`src/rtl/eee_lpi_pkg.sv`:
```
package eee_lpi_pkg;
  typedef enum logic [1:0] {
    TX_ACTIVE = 2'd0,
    TX_LPI    = 2'd1,
    TX_WAKE   = 2'd2
  } tx_state_e;

  localparam int unsigned EVT_W        = 4;
  localparam int unsigned EVT_TX_ENTER = 0;
  localparam int unsigned EVT_TX_EXIT  = 1;
  localparam int unsigned EVT_RX_ENTER = 2;
  localparam int unsigned EVT_RX_EXIT  = 3;
endpackage

```
`src/rtl/lpi_tick_timer.sv`:
```
module lpi_tick_timer #(
  parameter int unsigned CNT_W = 10
) (
  input  logic             clk_i,
  input  logic             rst_ni,
  input  logic             clr_i,
  input  logic             tick_i,
  input  logic [CNT_W-1:0] limit_i,
  output logic             done_o
);
  logic [CNT_W-1:0] cnt_q;
  logic             at_limit;

  assign at_limit = (cnt_q >= limit_i);

  always_ff @(posedge clk_i or negedge rst_ni) begin
    if (!rst_ni)                   cnt_q <= '0;
    else if (clr_i)                cnt_q <= '0;
    else if (tick_i && !at_limit)  cnt_q <= cnt_q + 1'b1;
  end

  assign done_o = at_limit;

  AST_CLEAR_ZERO: assert property (@(posedge clk_i) disable iff (!rst_ni)
    clr_i |=> (cnt_q == '0));
  AST_TICK_ONLY: assert property (@(posedge clk_i) disable iff (!rst_ni)
    (!clr_i && !tick_i) |=> $stable(cnt_q));
  AST_NO_WRAP: assert property (@(posedge clk_i) disable iff (!rst_ni)
    (!clr_i && at_limit) |=> (cnt_q == $past(cnt_q)));
endmodule

```
`src/rtl/lpi_tx_fsm.sv`:
```
module lpi_tx_fsm
  import eee_lpi_pkg::*;
(
  input  logic      clk_i,
  input  logic      rst_ni,
  input  logic      link_up_i,
  input  logic      fdx_i,
  input  logic      req_i,
  input  logic      ls_done_i,
  input  logic      tw_done_i,
  output tx_state_e state_o,
  output logic      enter_o,
  output logic      exit_o
);
  tx_state_e state_q, state_d;

  always_comb begin
    state_d = state_q;
    unique case (state_q)
      TX_ACTIVE: if (link_up_i && fdx_i && req_i && ls_done_i) state_d = TX_LPI;
      TX_LPI: begin
        if (!link_up_i)          state_d = TX_ACTIVE;
        else if (!req_i || !fdx_i) state_d = TX_WAKE;
      end
      TX_WAKE: begin
        if (!link_up_i)    state_d = TX_ACTIVE;
        else if (tw_done_i) state_d = TX_ACTIVE;
      end
      default: state_d = TX_ACTIVE;
    endcase
  end

  always_ff @(posedge clk_i or negedge rst_ni) begin
    if (!rst_ni) state_q <= TX_ACTIVE;
    else         state_q <= state_d;
  end

  assign state_o = state_q;
  assign enter_o = (state_d == TX_LPI) && (state_q != TX_LPI);
  assign exit_o  = (state_q == TX_LPI) && (state_d != TX_LPI);

  AST_ENTRY_GATED: assert property (@(posedge clk_i) disable iff (!rst_ni)
    (state_q == TX_LPI && $past(state_q) != TX_LPI) |-> $past(ls_done_i && fdx_i && req_i && link_up_i));
  AST_RESUME_AFTER_WAKE: assert property (@(posedge clk_i) disable iff (!rst_ni)
    (state_q == TX_ACTIVE && $past(state_q) == TX_WAKE) |-> $past(tw_done_i || !link_up_i));
  AST_NO_REENTRY_FROM_WAKE: assert property (@(posedge clk_i) disable iff (!rst_ni)
    (state_q == TX_WAKE) |=> (state_q != TX_LPI));
  AST_HALF_DUPLEX_IGNORED: assert property (@(posedge clk_i) disable iff (!rst_ni)
    (state_q == TX_ACTIVE && !fdx_i) |=> (state_q != TX_LPI));
  AST_LINK_DROP_EXIT: assert property (@(posedge clk_i) disable iff (!rst_ni)
    !link_up_i |=> (state_q == TX_ACTIVE));
endmodule

```
`src/rtl/lpi_event_status.sv`:
```
module lpi_event_status #(
  parameter int unsigned N = 4
) (
  input  logic         clk_i,
  input  logic         rst_ni,
  input  logic [N-1:0] set_i,
  input  logic [N-1:0] clr_i,
  output logic [N-1:0] sts_o,
  output logic         irq_o
);
  logic [N-1:0] sts_q;

  for (genvar i = 0; i < N; i++) begin : g_bit
    always_ff @(posedge clk_i or negedge rst_ni) begin
      if (!rst_ni)       sts_q[i] <= 1'b0;
      else if (set_i[i]) sts_q[i] <= 1'b1;
      else if (clr_i[i]) sts_q[i] <= 1'b0;
    end

    AST_CLEAR_TAKES: assert property (@(posedge clk_i) disable iff (!rst_ni)
      (clr_i[i] && !set_i[i]) |=> !sts_q[i]);
    AST_SET_WINS: assert property (@(posedge clk_i) disable iff (!rst_ni)
      set_i[i] |=> sts_q[i]);
  end

  assign sts_o = sts_q;
  assign irq_o = |sts_q;

  AST_EVENT_IRQ: assert property (@(posedge clk_i) disable iff (!rst_ni)
    (|set_i) |=> irq_o);
endmodule

```
`src/rtl/eee_lpi_ctrl.sv`:
```
module eee_lpi_ctrl
  import eee_lpi_pkg::*;
#(
  parameter int unsigned LS_W = 10,
  parameter int unsigned TW_W = 16
) (
  input  logic             clk_i,
  input  logic             rst_ni,
  input  logic             link_up_i,
  input  logic             full_duplex_i,
  input  logic             lpi_req_i,
  input  logic             rx_lpi_i,
  input  logic             ms_tick_i,
  input  logic             us_tick_i,
  input  logic [LS_W-1:0]  ls_limit_i,
  input  logic [TW_W-1:0]  tw_limit_i,
  input  logic [EVT_W-1:0] sts_clr_i,
  output logic             lpi_assert_o,
  output logic             tx_resume_o,
  output logic [EVT_W-1:0] status_o,
  output logic             irq_o
);
  tx_state_e        state;
  logic             ls_cnt_done, tw_cnt_done, ls_done;
  logic             tx_enter, tx_exit;
  logic             rx_q;
  logic [EVT_W-1:0] evt;

  lpi_tick_timer #(.CNT_W(LS_W)) u_ls_timer (
    .clk_i   (clk_i),
    .rst_ni  (rst_ni),
    .clr_i   (!link_up_i),
    .tick_i  (ms_tick_i),
    .limit_i (ls_limit_i),
    .done_o  (ls_cnt_done)
  );

  // wake count is held at zero outside the wake phase
  lpi_tick_timer #(.CNT_W(TW_W)) u_tw_timer (
    .clk_i   (clk_i),
    .rst_ni  (rst_ni),
    .clr_i   (!link_up_i || state != TX_WAKE),
    .tick_i  (us_tick_i),
    .limit_i (tw_limit_i),
    .done_o  (tw_cnt_done)
  );

  assign ls_done = link_up_i && ls_cnt_done;

  lpi_tx_fsm u_fsm (
    .clk_i     (clk_i),
    .rst_ni    (rst_ni),
    .link_up_i (link_up_i),
    .fdx_i     (full_duplex_i),
    .req_i     (lpi_req_i),
    .ls_done_i (ls_done),
    .tw_done_i (tw_cnt_done),
    .state_o   (state),
    .enter_o   (tx_enter),
    .exit_o    (tx_exit)
  );

  always_ff @(posedge clk_i or negedge rst_ni) begin
    if (!rst_ni) rx_q <= 1'b0;
    else         rx_q <= rx_lpi_i;
  end

  always_comb begin
    evt               = '0;
    evt[EVT_TX_ENTER] = tx_enter;
    evt[EVT_TX_EXIT]  = tx_exit;
    evt[EVT_RX_ENTER] = rx_lpi_i && !rx_q;
    evt[EVT_RX_EXIT]  = !rx_lpi_i && rx_q;
  end

  lpi_event_status #(.N(EVT_W)) u_status (
    .clk_i  (clk_i),
    .rst_ni (rst_ni),
    .set_i  (evt),
    .clr_i  (sts_clr_i),
    .sts_o  (status_o),
    .irq_o  (irq_o)
  );

  // link loss drops LPI without waiting for the state register
  assign lpi_assert_o = (state == TX_LPI) && link_up_i;
  assign tx_resume_o  = (state == TX_ACTIVE);

  AST_LPI_NOT_WHILE_RESUMED: assert property (@(posedge clk_i) disable iff (!rst_ni)
    !(lpi_assert_o && tx_resume_o));
  AST_LPI_NEEDS_LINK: assert property (@(posedge clk_i) disable iff (!rst_ni)
    lpi_assert_o |-> $past(link_up_i));
endmodule

```
`config.mk`:
```
export PLATFORM = sky130hd
export DESIGN_NAME = eee_lpi_ctrl
export DESIGN_NICKNAME = d
export VERILOG_FILES = /design/src/rtl/eee_lpi_pkg.sv /design/src/rtl/lpi_tick_timer.sv /design/src/rtl/lpi_tx_fsm.sv /design/src/rtl/lpi_event_status.sv /design/src/rtl/eee_lpi_ctrl.sv
export SDC_FILE = /design/constraint.sdc
export NUM_CORES = 1
export LEC_CHECK = 0
export BUFFER_PORTS_ARGS = -buffer_cell sky130_fd_sc_hd__buf_2
export CORE_ASPECT_RATIO = 0.7
export CORE_MARGIN = 2
export CORE_UTILIZATION = 44
export DETAILED_ROUTE_END_ITERATION = 8
export PLACE_DENSITY = 0.74
export SLEW_MARGIN = 20
export SYNTH_ARGS = -nofsm -noshare
export SYNTH_HDL_FRONTEND = slang
export SYNTH_SLANG_ARGS = --single-unit
```
`constraint.sdc`:
```
create_clock -name clk_i -period 3 [get_ports clk_i]
set_input_delay 0.6 -clock clk_i [delete_from_list [all_inputs] [get_ports clk_i]]
set_output_delay 0.6 -clock clk_i [all_outputs]
set_load 0.05 [all_outputs]
```
==> qor.yml <==
status:
  status: "finished, final reports clean"
finish:
  fill_cells: 503
  syn2layout_area_growth_pct: 16.5
  register_area_um2: 826
  drive_gt1_share_pct: 19.8
  final_nets: 374
  multi_input_area_mm2: 0.00132
  num_antenna_cells: 0
synth:
  yosys_warnings: 0
  netlist_area_mm2: 0.00232
  synth_edf_count: 0
  synth-seq-cells: 33
  syn_nets: 326
  synth_ff_type: "dfrtp_1"
  yosysTopAreaCell: "dfrtp_1"
  ys_top_cells_by_area: "dfrtp_1 36%, ha_1 15%, inv_1 6.5%"
  syn_avg_cell_area_um2: 8.94
  synth_cell_types: 44
  seq_area_frac_synth_pct: 35.5
  synthCells: 260
  yosys-top-cells-count: "40 x inv_1, 33 x dfrtp_1, 28 x ha_1"
  synthArstFlopShare_pct: 100
  synth.top_cell.area_share_pct: 35.5
  synth.most_common_cell: "inv_1"
critical_path:
  cp_data_required_time_ps: 3190
  end_kind: "flop"
  worstSetupStartpointType: "flop"
  cp_max_fo: 9
  arrival_ps: 2700
  path_class: "flop to flop"
placement:
  detailedPlace.worstSlack_ps: 275
  post-dp-hpwl_um: 3880
  place.gp.congestion: 0.819
  io_buffers: 44
detailed_routing:
  wl_per_cell_um: 12.8
  drc: 0
  firstDrtPassIters: 4
  dr.first_iter.drc_count: 85
  wirelength_um: 4850
  viasPerCell: 5.19
  drtAntennaViolNets: 0
  num_vias: 1971
clock_network:
  holdBufCountCts: 0
  cts_buffer_depth: 2
  clock-sinks: 33
  clk_pin_slew_worst_paths_ps: 70
  insertion_delay_ps: 280
  cts_resized: 0
  cts-root-buf: "clkbuf_8"
  cts_buffers: 5
  h-tree-depth: 2
  cts_setup_buffers: 0
  cts_tree: "done"
grt:
  grt_pass1_vias: 1834
  grt_max_degree: 34
  grt_pass1_wl_um: 8400
  overflow: 0
  antenna_found_initial: 0
  grt_usage_pct: 17.9
timing:
  slew_headroom_pct: 51.2
  hold_violations: 0
  fin_crit_sh_pct: 83.6
  fin_skew_ps: 10.1
  min_period_ps: 2510
  fin_setup_tns_ps: 0
  worst_slew_pin_slew_ps: 733
  rsz0062_at_grt: "false"
  report.final.slew_viol_count: 0
  setup_viol: 0
  worst_slack_ps: 491
  fmax_mhz: 399
power:
  power.leakage_nw: 1.44
  powerDensity_mw_per_mm2: 331
  max-vdd-ir-drop_uv: 168
worst_hold_path:
  hold_class: "input pin to asynchronous set/reset pin"
floorplan:
  ios: 45
  dieArea_mm2: 0.00589
  initial_core_util_pct: 44.9
  fp.dieW_um: 90.9
  die_height_um: 64.8
  rows: 22
  coreArea_mm2: 0.00517
job:
  cap_violations: 0
==> sequential cells by signal (all words and copies together), names as in the netlist <==
register / flops
u_fsm.state_o: 2
u_status.sts_o: 4
rx_q: 1
u_ls_timer.cnt_q: 10
u_tw_timer.cnt_q: 16
==> critical path: stages, from the launching register on <==
cell      delay, ps
dfrtp_1         450
ha_1            320
a21o_1          190
a221o_1         370
a211oi_2        340
nand3_2         220
or3_1           390
a21oi_1         150
==> kinds of logic (layout without fill, tap and decap cells) <==
family	after synthesis	in the layout	synth area share, %
AOI/OAI and AO/OA	54	54	15.6
adders and majority gates	28	28	15.1
and+or+nand+nor	88	88	21.5
muxes	4	4	1.72
xor gates and xnor gates	8	8	3.01
DFF	33	33	35.5
buffers and inverters	45	93	7.64
==> per-stage QoR <==
| stage | std cells | hold slack (ps) | instance area [µm²] | utilization, % | power [mW] |
|---|---|---|---|---|---|
| final | 380 | 383 | 2710 | 52.3 | 0.897 |
| after global routing | 380 | 430 | 2710 | 52.3 | 0.952 |
| after CTS | 380 | 405 | 2710 | 52.3 | 0.908 |
| after detailed placement | 373 | 464 | 2620 | 50.7 | 0.575 |
| after global placement | 373 | 456 | 2620 | 50.7 | 0.573 |
| after floorplan | 260 | 304 | 2320 | - | 0.527 |
==> final timing paths <==
kind	start	end	slack [ps]	depth (start not counted)
max	u_tw_timer.cnt_q[9]	u_tw_timer.cnt_q[5]	490	7
min	rst_ni	u_status.sts_o[0]	380	1
max reg2reg	u_tw_timer.cnt_q[9]	u_tw_timer.cnt_q[5]	490	7
min reg2reg	rx_q	u_status.sts_o[2]	480	1
max in group asynchronous	rst_ni	u_tw_timer.cnt_q[0]	2140	1
min in group clk_i	rx_lpi_i	rx_q	440	1
==> layout make-up <==
| type | count | area share (%) |
|---|---|---|
| repair buffers | 46 | 8.68 |
| multi-input cells | 182 | 48.8 |
| flip-flops and latches | 33 | 30.5 |
| clock buffers | 7 | 3.19 |
| well taps | 72 | 3.33 |
| inverters | 40 | 5.54 |
==> layout by cell type (no fill, tap or decap), types with 5 or more instances in the layout <==
| cell type | n |
|---|---|
| buf_2 | 44 |
| inv_1 | 40 |
| dfrtp_1 | 33 |
| ha_1 | 28 |
| nand2_1 | 24 |
| a21oi_1 | 16 |
| o21ai_0 | 14 |
| nand4_1 | 11 |
| or3_1 | 10 |
| nor2_1 | 7 |
| nand3_1 | 7 |
| nand2b_1 | 6 |
| clkbuf_8 | 6 |
| a21o_1 | 5 |
| and3_1 | 5 |
==> layer usage <==
metal	share of wire (%)	global-route usage [%]	vias up
met3	3.2	4.77	2
met5	0	0	-
li1	-	-	1015
met2	45	28.6	39
met1	51	24.6	915
met4	0.68	3.79	0
==> where the power goes <==
| group | leakage [nW] | switching [mW] | internal [mW] |
|---|---|---|---|
| logic | 0.938 | 0.0635 | 0.0459 |
| clock network | 0.0443 | 0.149 | 0.182 |
| registers | 0.454 | 0.00565 | 0.451 |
| total | 1.44 | 0.219 | 0.679 |
Note: power is estimated with default switching activity, not from simulation.
